File: src/rtl/eprom_rd_pkg.sv
package eprom_rd_pkg;

  // Strobes sent from the sequencing control to the datapath.
  typedef struct packed {
    logic loadAddr;   // latch the request address onto the bus
    logic capture;    // sample the data pins, raise the valid strobe
    logic oeOn;       // pull the output gate low
    logic oeOff;      // release the output gate
    logic ceOn;       // select the device (leave standby)
    logic ceOff;      // deselect the device (enter standby)
  } strobe_t;

  typedef enum logic [1:0] {
    ST_IDLE   = 2'd0,
    ST_ACCESS = 2'd1,
    ST_FLOAT  = 2'd2
  } seq_state_t;

endpackage

File: src/rtl/eprom_rd_ctrl_fsm.sv
module eprom_rd_ctrl_fsm
  import eprom_rd_pkg::*;
#(
  parameter int T_ACC   = 11,
  parameter int T_OE    = 6,
  parameter int T_FLOAT = 6,
  parameter int IDLE_TO = 16
) (
  input  logic    clk,
  input  logic    rstN,
  input  logic    reqValid,
  output logic    reqReady,
  output strobe_t stb
);

  localparam int SAMPLE_AT = (T_ACC > T_OE) ? T_ACC : T_OE;
  localparam int OE_START  = SAMPLE_AT - T_OE;
  localparam int MAX_CNT   = (SAMPLE_AT > IDLE_TO)
                             ? ((SAMPLE_AT > T_FLOAT) ? SAMPLE_AT : T_FLOAT)
                             : ((IDLE_TO > T_FLOAT) ? IDLE_TO : T_FLOAT);
  localparam int CNT_W     = $clog2(MAX_CNT + 1);

  localparam logic [CNT_W-1:0] SAMPLE_LAST = CNT_W'(SAMPLE_AT - 1);
  localparam logic [CNT_W-1:0] OE_LAST     = CNT_W'((OE_START > 0) ? OE_START - 1 : 0);
  localparam logic [CNT_W-1:0] FLOAT_LAST  = CNT_W'(T_FLOAT - 1);
  localparam logic [CNT_W-1:0] IDLE_LAST   = CNT_W'(IDLE_TO - 1);

  seq_state_t       state;
  logic [CNT_W-1:0] cnt;
  logic             asleep;
  logic             accept;

  assign reqReady = (state == ST_IDLE);
  assign accept   = reqValid && reqReady;

  always_comb begin
    stb = '0;
    unique case (state)
      ST_IDLE: begin
        if (accept) begin
          stb.loadAddr = 1'b1;
          stb.ceOn     = 1'b1;
          stb.oeOn     = (OE_START == 0);
        end else if (!asleep && cnt == IDLE_LAST) begin
          stb.ceOff = 1'b1;
        end
      end
      ST_ACCESS: begin
        if (cnt == SAMPLE_LAST) begin
          stb.capture = 1'b1;
          stb.oeOff   = 1'b1;
        end else if (OE_START > 0 && cnt == OE_LAST) begin
          stb.oeOn = 1'b1;
        end
      end
      default: ;
    endcase
  end

  always_ff @(posedge clk or negedge rstN) begin
    if (!rstN) begin
      state  <= ST_IDLE;
      cnt    <= '0;
      asleep <= 1'b1;
    end else begin
      unique case (state)
        ST_IDLE: begin
          if (accept) begin
            state  <= ST_ACCESS;
            cnt    <= '0;
            asleep <= 1'b0;
          end else if (!asleep) begin
            if (cnt == IDLE_LAST) asleep <= 1'b1;
            else                  cnt    <= cnt + 1'b1;
          end
        end
        ST_ACCESS: begin
          if (cnt == SAMPLE_LAST) begin
            state <= ST_FLOAT;
            cnt   <= '0;
          end else begin
            cnt <= cnt + 1'b1;
          end
        end
        ST_FLOAT: begin
          if (cnt == FLOAT_LAST) begin
            state <= ST_IDLE;
            cnt   <= '0;
          end else begin
            cnt <= cnt + 1'b1;
          end
        end
        default: begin
          state <= ST_IDLE;
          cnt   <= '0;
        end
      endcase
    end
  end

endmodule

File: src/rtl/eprom_rd_datapath.sv
module eprom_rd_datapath
  import eprom_rd_pkg::*;
#(
  parameter int ADDR_W = 18,
  parameter int DATA_W = 8
) (
  input  logic              clk,
  input  logic              rstN,
  input  strobe_t           stb,
  input  logic [ADDR_W-1:0] reqAddr,
  input  logic [DATA_W-1:0] memData,
  output logic [ADDR_W-1:0] memAddr,
  output logic              memCeN,
  output logic              memOeN,
  output logic [DATA_W-1:0] rdData,
  output logic              rdValid
);

  always_ff @(posedge clk or negedge rstN) begin
    if (!rstN) begin
      memAddr <= '0;
      memCeN  <= 1'b1;
      memOeN  <= 1'b1;
      rdData  <= '0;
      rdValid <= 1'b0;
    end else begin
      rdValid <= stb.capture;
      if (stb.loadAddr) memAddr <= reqAddr;
      if (stb.capture)  rdData  <= memData;
      if (stb.ceOn)       memCeN <= 1'b0;
      else if (stb.ceOff) memCeN <= 1'b1;
      if (stb.oeOn)       memOeN <= 1'b0;
      else if (stb.oeOff) memOeN <= 1'b1;
    end
  end

endmodule

File: src/rtl/eprom_rd_ctrl.sv
module eprom_rd_ctrl
  import eprom_rd_pkg::*;
#(
  parameter int ADDR_W  = 18,
  parameter int DATA_W  = 8,
  parameter int T_ACC   = 11,
  parameter int T_OE    = 6,
  parameter int T_FLOAT = 6,
  parameter int IDLE_TO = 16
) (
  input  logic              clk,
  input  logic              rstN,
  input  logic              reqValid,
  output logic              reqReady,
  input  logic [ADDR_W-1:0] reqAddr,
  output logic              rdValid,
  output logic [DATA_W-1:0] rdData,
  output logic [ADDR_W-1:0] memAddr,
  output logic              memCeN,
  output logic              memOeN,
  input  logic [DATA_W-1:0] memData
);

  strobe_t stb;

  eprom_rd_ctrl_fsm #(
    .T_ACC  (T_ACC),
    .T_OE   (T_OE),
    .T_FLOAT(T_FLOAT),
    .IDLE_TO(IDLE_TO)
  ) u_fsm (
    .clk     (clk),
    .rstN    (rstN),
    .reqValid(reqValid),
    .reqReady(reqReady),
    .stb     (stb)
  );

  eprom_rd_datapath #(
    .ADDR_W(ADDR_W),
    .DATA_W(DATA_W)
  ) u_dp (
    .clk    (clk),
    .rstN   (rstN),
    .stb    (stb),
    .reqAddr(reqAddr),
    .memData(memData),
    .memAddr(memAddr),
    .memCeN (memCeN),
    .memOeN (memOeN),
    .rdData (rdData),
    .rdValid(rdValid)
  );

endmodule

File: config.mk
export PLATFORM = sky130hd
export DESIGN_NAME = eprom_rd_ctrl
export DESIGN_NICKNAME = d
export VERILOG_FILES = /design/src/rtl/eprom_rd_pkg.sv /design/src/rtl/eprom_rd_ctrl_fsm.sv /design/src/rtl/eprom_rd_datapath.sv /design/src/rtl/eprom_rd_ctrl.sv
export SDC_FILE = /design/constraint.sdc
export NUM_CORES = 1
export LEC_CHECK = 0
export BUFFER_PORTS_ARGS = -buffer_cell sky130_fd_sc_hd__buf_2
export CELL_PAD_IN_SITES_DETAIL_PLACEMENT = 1
export CELL_PAD_IN_SITES_GLOBAL_PLACEMENT = 1
export CORE_ASPECT_RATIO = 1.75
export CORE_MARGIN = 2
export CORE_UTILIZATION = 38
export DETAILED_ROUTE_END_ITERATION = 8
export HOLD_SLACK_MARGIN = 0.15
export PLACE_DENSITY_LB_ADDON = 0.1
export SYNTH_ARGS = -nofsm -noshare
export SYNTH_HDL_FRONTEND = slang
export SYNTH_SLANG_ARGS = --single-unit
File: constraint.sdc
create_clock -name clk -period 2.2 [get_ports clk]
set_clock_uncertainty 0.15 [all_clocks]
set_input_delay 0.33 -clock clk [delete_from_list [all_inputs] [get_ports clk]]
set_output_delay 0.33 -clock clk [all_outputs]
set_load 0.005 [all_outputs]
Word-level counts from Yosys, hierarchy flattened
Index checks and enable logic that the tools add are counted.
{"block": "totals", "regBits": 37, "inputBits": 29, "output_inout_bits": 30, "word_cells": 55}
{"block": "classes", "addsub": 1, "eq_ne": 11, "n_mux": 27, "n_reduce_logical": 8}
{"cell": "5-bit two-way mux", "n": 5}
{"cell": "1-bit two-way mux", "n": 16}
{"cell": "5-bit case mux with 3 select lines", "n": 1}
{"cell": "5-bit by 3-bit equality test with 1-bit output, second input constant", "n": 2}
{"cell": "5-bit by 4-bit equality test with 1-bit output, second input constant", "n": 2}
{"cell": "2-bit two-way mux", "n": 4}
{"cell": "3-bit != test, second input constant", "n": 2}
{"cell": "2-bit case mux with 3 select lines", "n": 1}
{"cell": "5-bit by 1-bit adder with 5-bit output, second input constant", "n": 1}
{"cell": "2-bit by 1-bit != test with 1-bit output, second input constant", "n": 2}
{"cell": "2-bit nonzero test", "n": 2}
{"cell": "3-bit AND reduction", "n": 1}
{"cell": "2-bit by 1-bit equality test with 1-bit output, second input constant", "n": 1}
{"cell": "2-bit equality test, second input constant", "n": 1}
{"cell": "1-bit logical AND", "n": 2}
{"cell": "2-bit logical NOT", "n": 1}
{"cell": "2-bit != test, second input constant", "n": 1}
{"cell": "2-bit AND reduction", "n": 1}
{"cell": "1-bit logical NOT", "n": 1}

Depth between registers and ports, before layout
{"block": "logic_depth", "depth_word": 7, "mapped_depth": 7}

Cells and area by module
From an unflattened synthesis, not the netlist that was laid out.
{"block": "unflattened", "hier_cells": 117, "hier_area_um2": 1651.6}
{"mod": "eprom_rd_datapath", "instances": 1, "cells_each": 60, "area_per_inst_um2": 1114.8}
{"mod": "eprom_rd_ctrl_fsm", "instances": 1, "cells_each": 57, "area_per_inst_um2": 536.8}

Worst setup path after synthesis
No wires, ideal clock.
{"block": "synth_path", "kind": "reg2reg", "start": "reg u_fsm.cnt[0]", "end": "reg u_fsm.cnt[3]", "setup_ns": 0.078, "arrival_ns": 1.605, "required_ns": 1.972, "path_slack_ns": 0.367, "stages_incl_launch_ff": 8, "synth_period_minus_slack_ns": 1.833, "cell_sequence": "dfrtp_1 > ha_1 > and3_1 > ha_1 > nor2_1 > nor4_2 > or3_1 > a21oi_1"}
{"block": "synth_between", "elab_chain_cells": 5, "word_cells_on_any_way": 12}
{"item": "start, declared", "line_no": "eprom_rd_ctrl_fsm.sv:29", "rtl": "logic [CNT_W-1:0] cnt;"}
{"item": "start signal, assigned", "line_no": "eprom_rd_ctrl_fsm.sv:74", "rtl": "else cnt <= cnt + 1'b1;"}
{"item": "start signal, assigned", "line_no": "eprom_rd_ctrl_fsm.sv:82", "rtl": "cnt <= cnt + 1'b1;"}
{"item": "start signal, assigned", "line_no": "eprom_rd_ctrl_fsm.sv:90", "rtl": "cnt <= cnt + 1'b1;"}
{"item": "5-bit by 1-bit adder with 5-bit output", "line_no": "eprom_rd_ctrl_fsm.sv:74, eprom_rd_ctrl_fsm.sv:82, eprom_rd_ctrl_fsm.sv:90"}
{"item": "5-bit two-way mux", "line_no": "eprom_rd_ctrl_fsm.sv:73", "rtl": "if (cnt == IDLE_LAST) asleep <= 1'b1;"}
{"item": "5-bit two-way mux", "line_no": "eprom_rd_ctrl_fsm.sv:72", "rtl": "end else if (!asleep) begin"}
{"item": "5-bit two-way mux", "line_no": "eprom_rd_ctrl_fsm.sv:68", "rtl": "if (accept) begin"}
{"item": "5-bit case mux with 3 select lines", "line_no": "eprom_rd_ctrl_fsm.sv:66", "rtl": "unique case (state)"}
Several ways; a longest one is shown, not always the timed one. The select of a mux whose other input is x is not followed.
A chain may end at the register's enable or synchronous reset.

Final worst setup path
Same ends and word-level chain as after synthesis.

==> results.cfg <==
[placed_design]
dp.final_hpwl_um = 2576
routabilityCongestion = 0.7932
port_buffers = 58

[finish]
layout-drive-gt1-share = 0.4709
area_growth_pct = 43.44
fin_nets = 239
insertedDiodeCount = 0

[grt]
gr-usage-all-layers = 0.1935
grt_pass1_vias = 1358
grt_max_degree = 38
grt_overflow_total = 0
grt_pass1_wl_um = 6534
antenna_found_initial = 0

[min_path]
min_path_type = input port to flip-flop
hold_start = reqValid

[pwr]
p_per_area_nw_per_um2 = 1208
ir_drop_uv = 608.8
seqPwrFrac = 0.442
p_leak_nw = 1.113
pwr-share-clk = 0.174
comb_power_share = 0.383
p_sw_w = 0.0008764
power_w = 0.002760
p_int_w = 0.001884
swShare = 0.3175

[routing]
wl_met2_um = 2392
drc = 0
drt-pass1-iter-count = 2
wl_um = 4102
viasPerCell = 4.831
num_vias = 1232
wl_met1_um = 1480
wl_met3_um = 163
ant_nets = 0
wire_per_inst_um = 16.09
top_layer_used = met4
first_iter_violations = 20

[job]
drv_cap = 0

[cts]
cts_buffers = 5
cts_tree = built
clkSlewWorstSetupHoldPaths_ps = 80
clk_path_buf_depth = 2
cts_setup_buffers = 0
clock-root-buffer = clkbuf_8
cts.sinks = 37
ctsHtreeMaxLevel = 2
clock_latency_ps = 280

[die]
die_w_um = 52.94
fp.dieArea_um2 = 4746
num_rows = 31
pin_count = 59
coreArea_um2 = 4073
die_y_um = 89.65
initial_utilization = 0.3911

[synth]
syn_avg_cell_area_um2 = 13.85
synthDistinctLibCells = 30
ys_seq_area_frac = 0.5837
synth_seq_cells = 37
ys_warn_count = 0
syn_area_um2 = 1593
syn-num-nets = 149
syn_inst = 115

[sta]
final_hold_viol_count = 0
setup_tns_ps = 0
worst_pin_slew_ps = 831.1
slew_violations = 0
fmax_ghz = 0.5023
fin_crit_ps = 1991
rsz0062_at_grt = no
post-route-period-util = 0.9049
relSlewSlack = 0.4459
finalSetupViolCount = 0

[critical_path]
crit_start = u_fsm.cnt[0]
cp-start-kind = flip-flop
cpLargestDelayFamily = simple AND/OR/NAND/NOR gates
crit_arrival_ps = 2060
crit_path_max_fanout = 6
crit_type = flip-flop to flip-flop
slowest_stage = dfrtp_1
worstPathRequired_ps = 2270
max_stage_delay_ps = 410
cp_common_cell = ha_1
critPathBufInv = 0
worstPathCellList = ha_1 -> and3_1 -> ha_1 -> nor2_1 -> nor4_2 -> or3_1 -> a21oi_1
endpoint_kind = flip-flop
rr_startpoint = u_fsm.cnt[0]

[status]
status = finished clean
[synthesized netlist by cell type]
master    number  share of area
o22ai_1        1         0.0039
or4_1          1         0.0047
dfstp_2        3          0.049
a21oi_1        2         0.0063
nor3b_1        1         0.0047
and2b_1        1         0.0047
a211oi_1       1         0.0047
inv_1          6          0.014
nor4_2         1         0.0079
nor2b_1        2         0.0079
o21ai_0        4          0.013
nand3_1        2         0.0063
nor2_2         1         0.0039
o211ai_1       1         0.0047
buf_2          1         0.0031
a311oi_1       1         0.0055
buf_6          2          0.014
ha_1           5          0.039
or3_1          2         0.0079
mux2_4         9          0.085
and2_1         1         0.0039
and3_1         1         0.0039
nand3b_1       1         0.0047
a31oi_1        1         0.0039
mux2_2        17           0.12
nand2_1        7          0.016
nor2_1         4         0.0094
o31ai_1        1         0.0047
and4bb_2       1         0.0079
dfrtp_1       34           0.53
[per-stage QoR]
stage	instances	worst slack, ps	hold WS (ps)	utilization	area, µm²
after global placement	220	309.4	299.0	0.4725	1924
after detailed placement	220	215.2	305.0	0.4725	1924
after floorplan	115	367.2	-115.6	-	1593
after CTS	255	186.3	208.4	0.5610	2285
after global routing	255	38.94	228.0	0.5610	2285
final	255	209.2	215.8	0.5610	2285
[flip-flops by register name (all words and copies together), names as in the netlist]
| name | flops |
|---|---|
| u_fsm.asleep | 1 |
| u_dp.memAddr | 18 |
| u_dp.memCeN | 1 |
| u_dp.rdData | 8 |
| u_dp.rdValid | 1 |
| u_dp.memOeN | 1 |
| u_fsm.state | 2 |
| u_fsm.cnt | 5 |
[worst register-to-register path, stage by stage, from the launching register on]
cell and delay [ps]:
dfrtp_1 410, ha_1 220, and3_1 180, ha_1 200, nor2_1 200, nor4_2 100
or3_1 350, a21oi_1 120
[power by group through the flow]
stage	registers (W)	clock network [W]	logic [W]
after floorplan	0.00122	0	0.000578
after global placement	0.00120	0	0.000983
after detailed placement	0.00122	0	0.00103
after CTS	0.00122	0.000494	0.00107
after global routing	0.00127	0.000524	0.00119
final	0.00122	0.000481	0.00106
[timing repair]
item / 4_1_cts / 5_1_grt
setup endpoints to repair: 0 / 0
hold endpoints to repair: 60 / 0
gates resized for setup: 0 / 0
hold buffers: 27 / 0
[cell type report]
cell class	count	area, µm²
clock buffers	8	90.09
fillers	447	1788
inverters	6	22.52
multi-input cells	69	613.1
flip-flops and latches	37	929.6
well taps	49	61.31
repair buffers	86	568.0
[cells in the final DEF (no fill, tap or decap), drive strengths merged, types with 2 or more instances in the layout]
master / n
a21oi: 2
buf: 59
clkbuf: 8
dfrtp: 34
dfstp: 3
dlygate4sd3: 27
ha: 5
inv: 6
mux2: 26
nand2: 7
nand3: 2
nor2: 5
nor2b: 2
o21ai: 4
or3: 2
[routing by layer]
layer,GRT usage,up-vias
li1,-,581
met1,0.2015,613
met2,0.3693,32
met3,0.03477,6
met4,0.07692,0
met5,0,-
[path summary, 6_finish.rpt]
check | endpoint | depth (start not counted) | slack, ps
min reg2reg | u_dp.memOeN | 2 | 310
min | u_fsm.state[0] | 3 | 220
max in group asynchronous | u_dp.rdData[0] | 2 | 830
max reg2reg | u_fsm.cnt[3] | 7 | 210
min in group asynchronous | u_dp.memAddr[6] | 2 | 520
max | u_fsm.cnt[3] | 7 | 210
[logic make-up (layout without fill, tap and decap cells)]
| logic type | Yosys count | after routing | synth area share |
|---|---|---|---|
| flops | 37 | 37 | 0.5837 |
| simple gates | 26 | 26 | 0.09428 |
| fa+ha+maj | 5 | 5 | 0.03928 |
| buf+inv | 9 | 100 | 0.03142 |
| mux | 26 | 26 | 0.2050 |
| compound gates | 12 | 12 | 0.04636 |
Note: power is estimated with default switching activity, not from simulation.
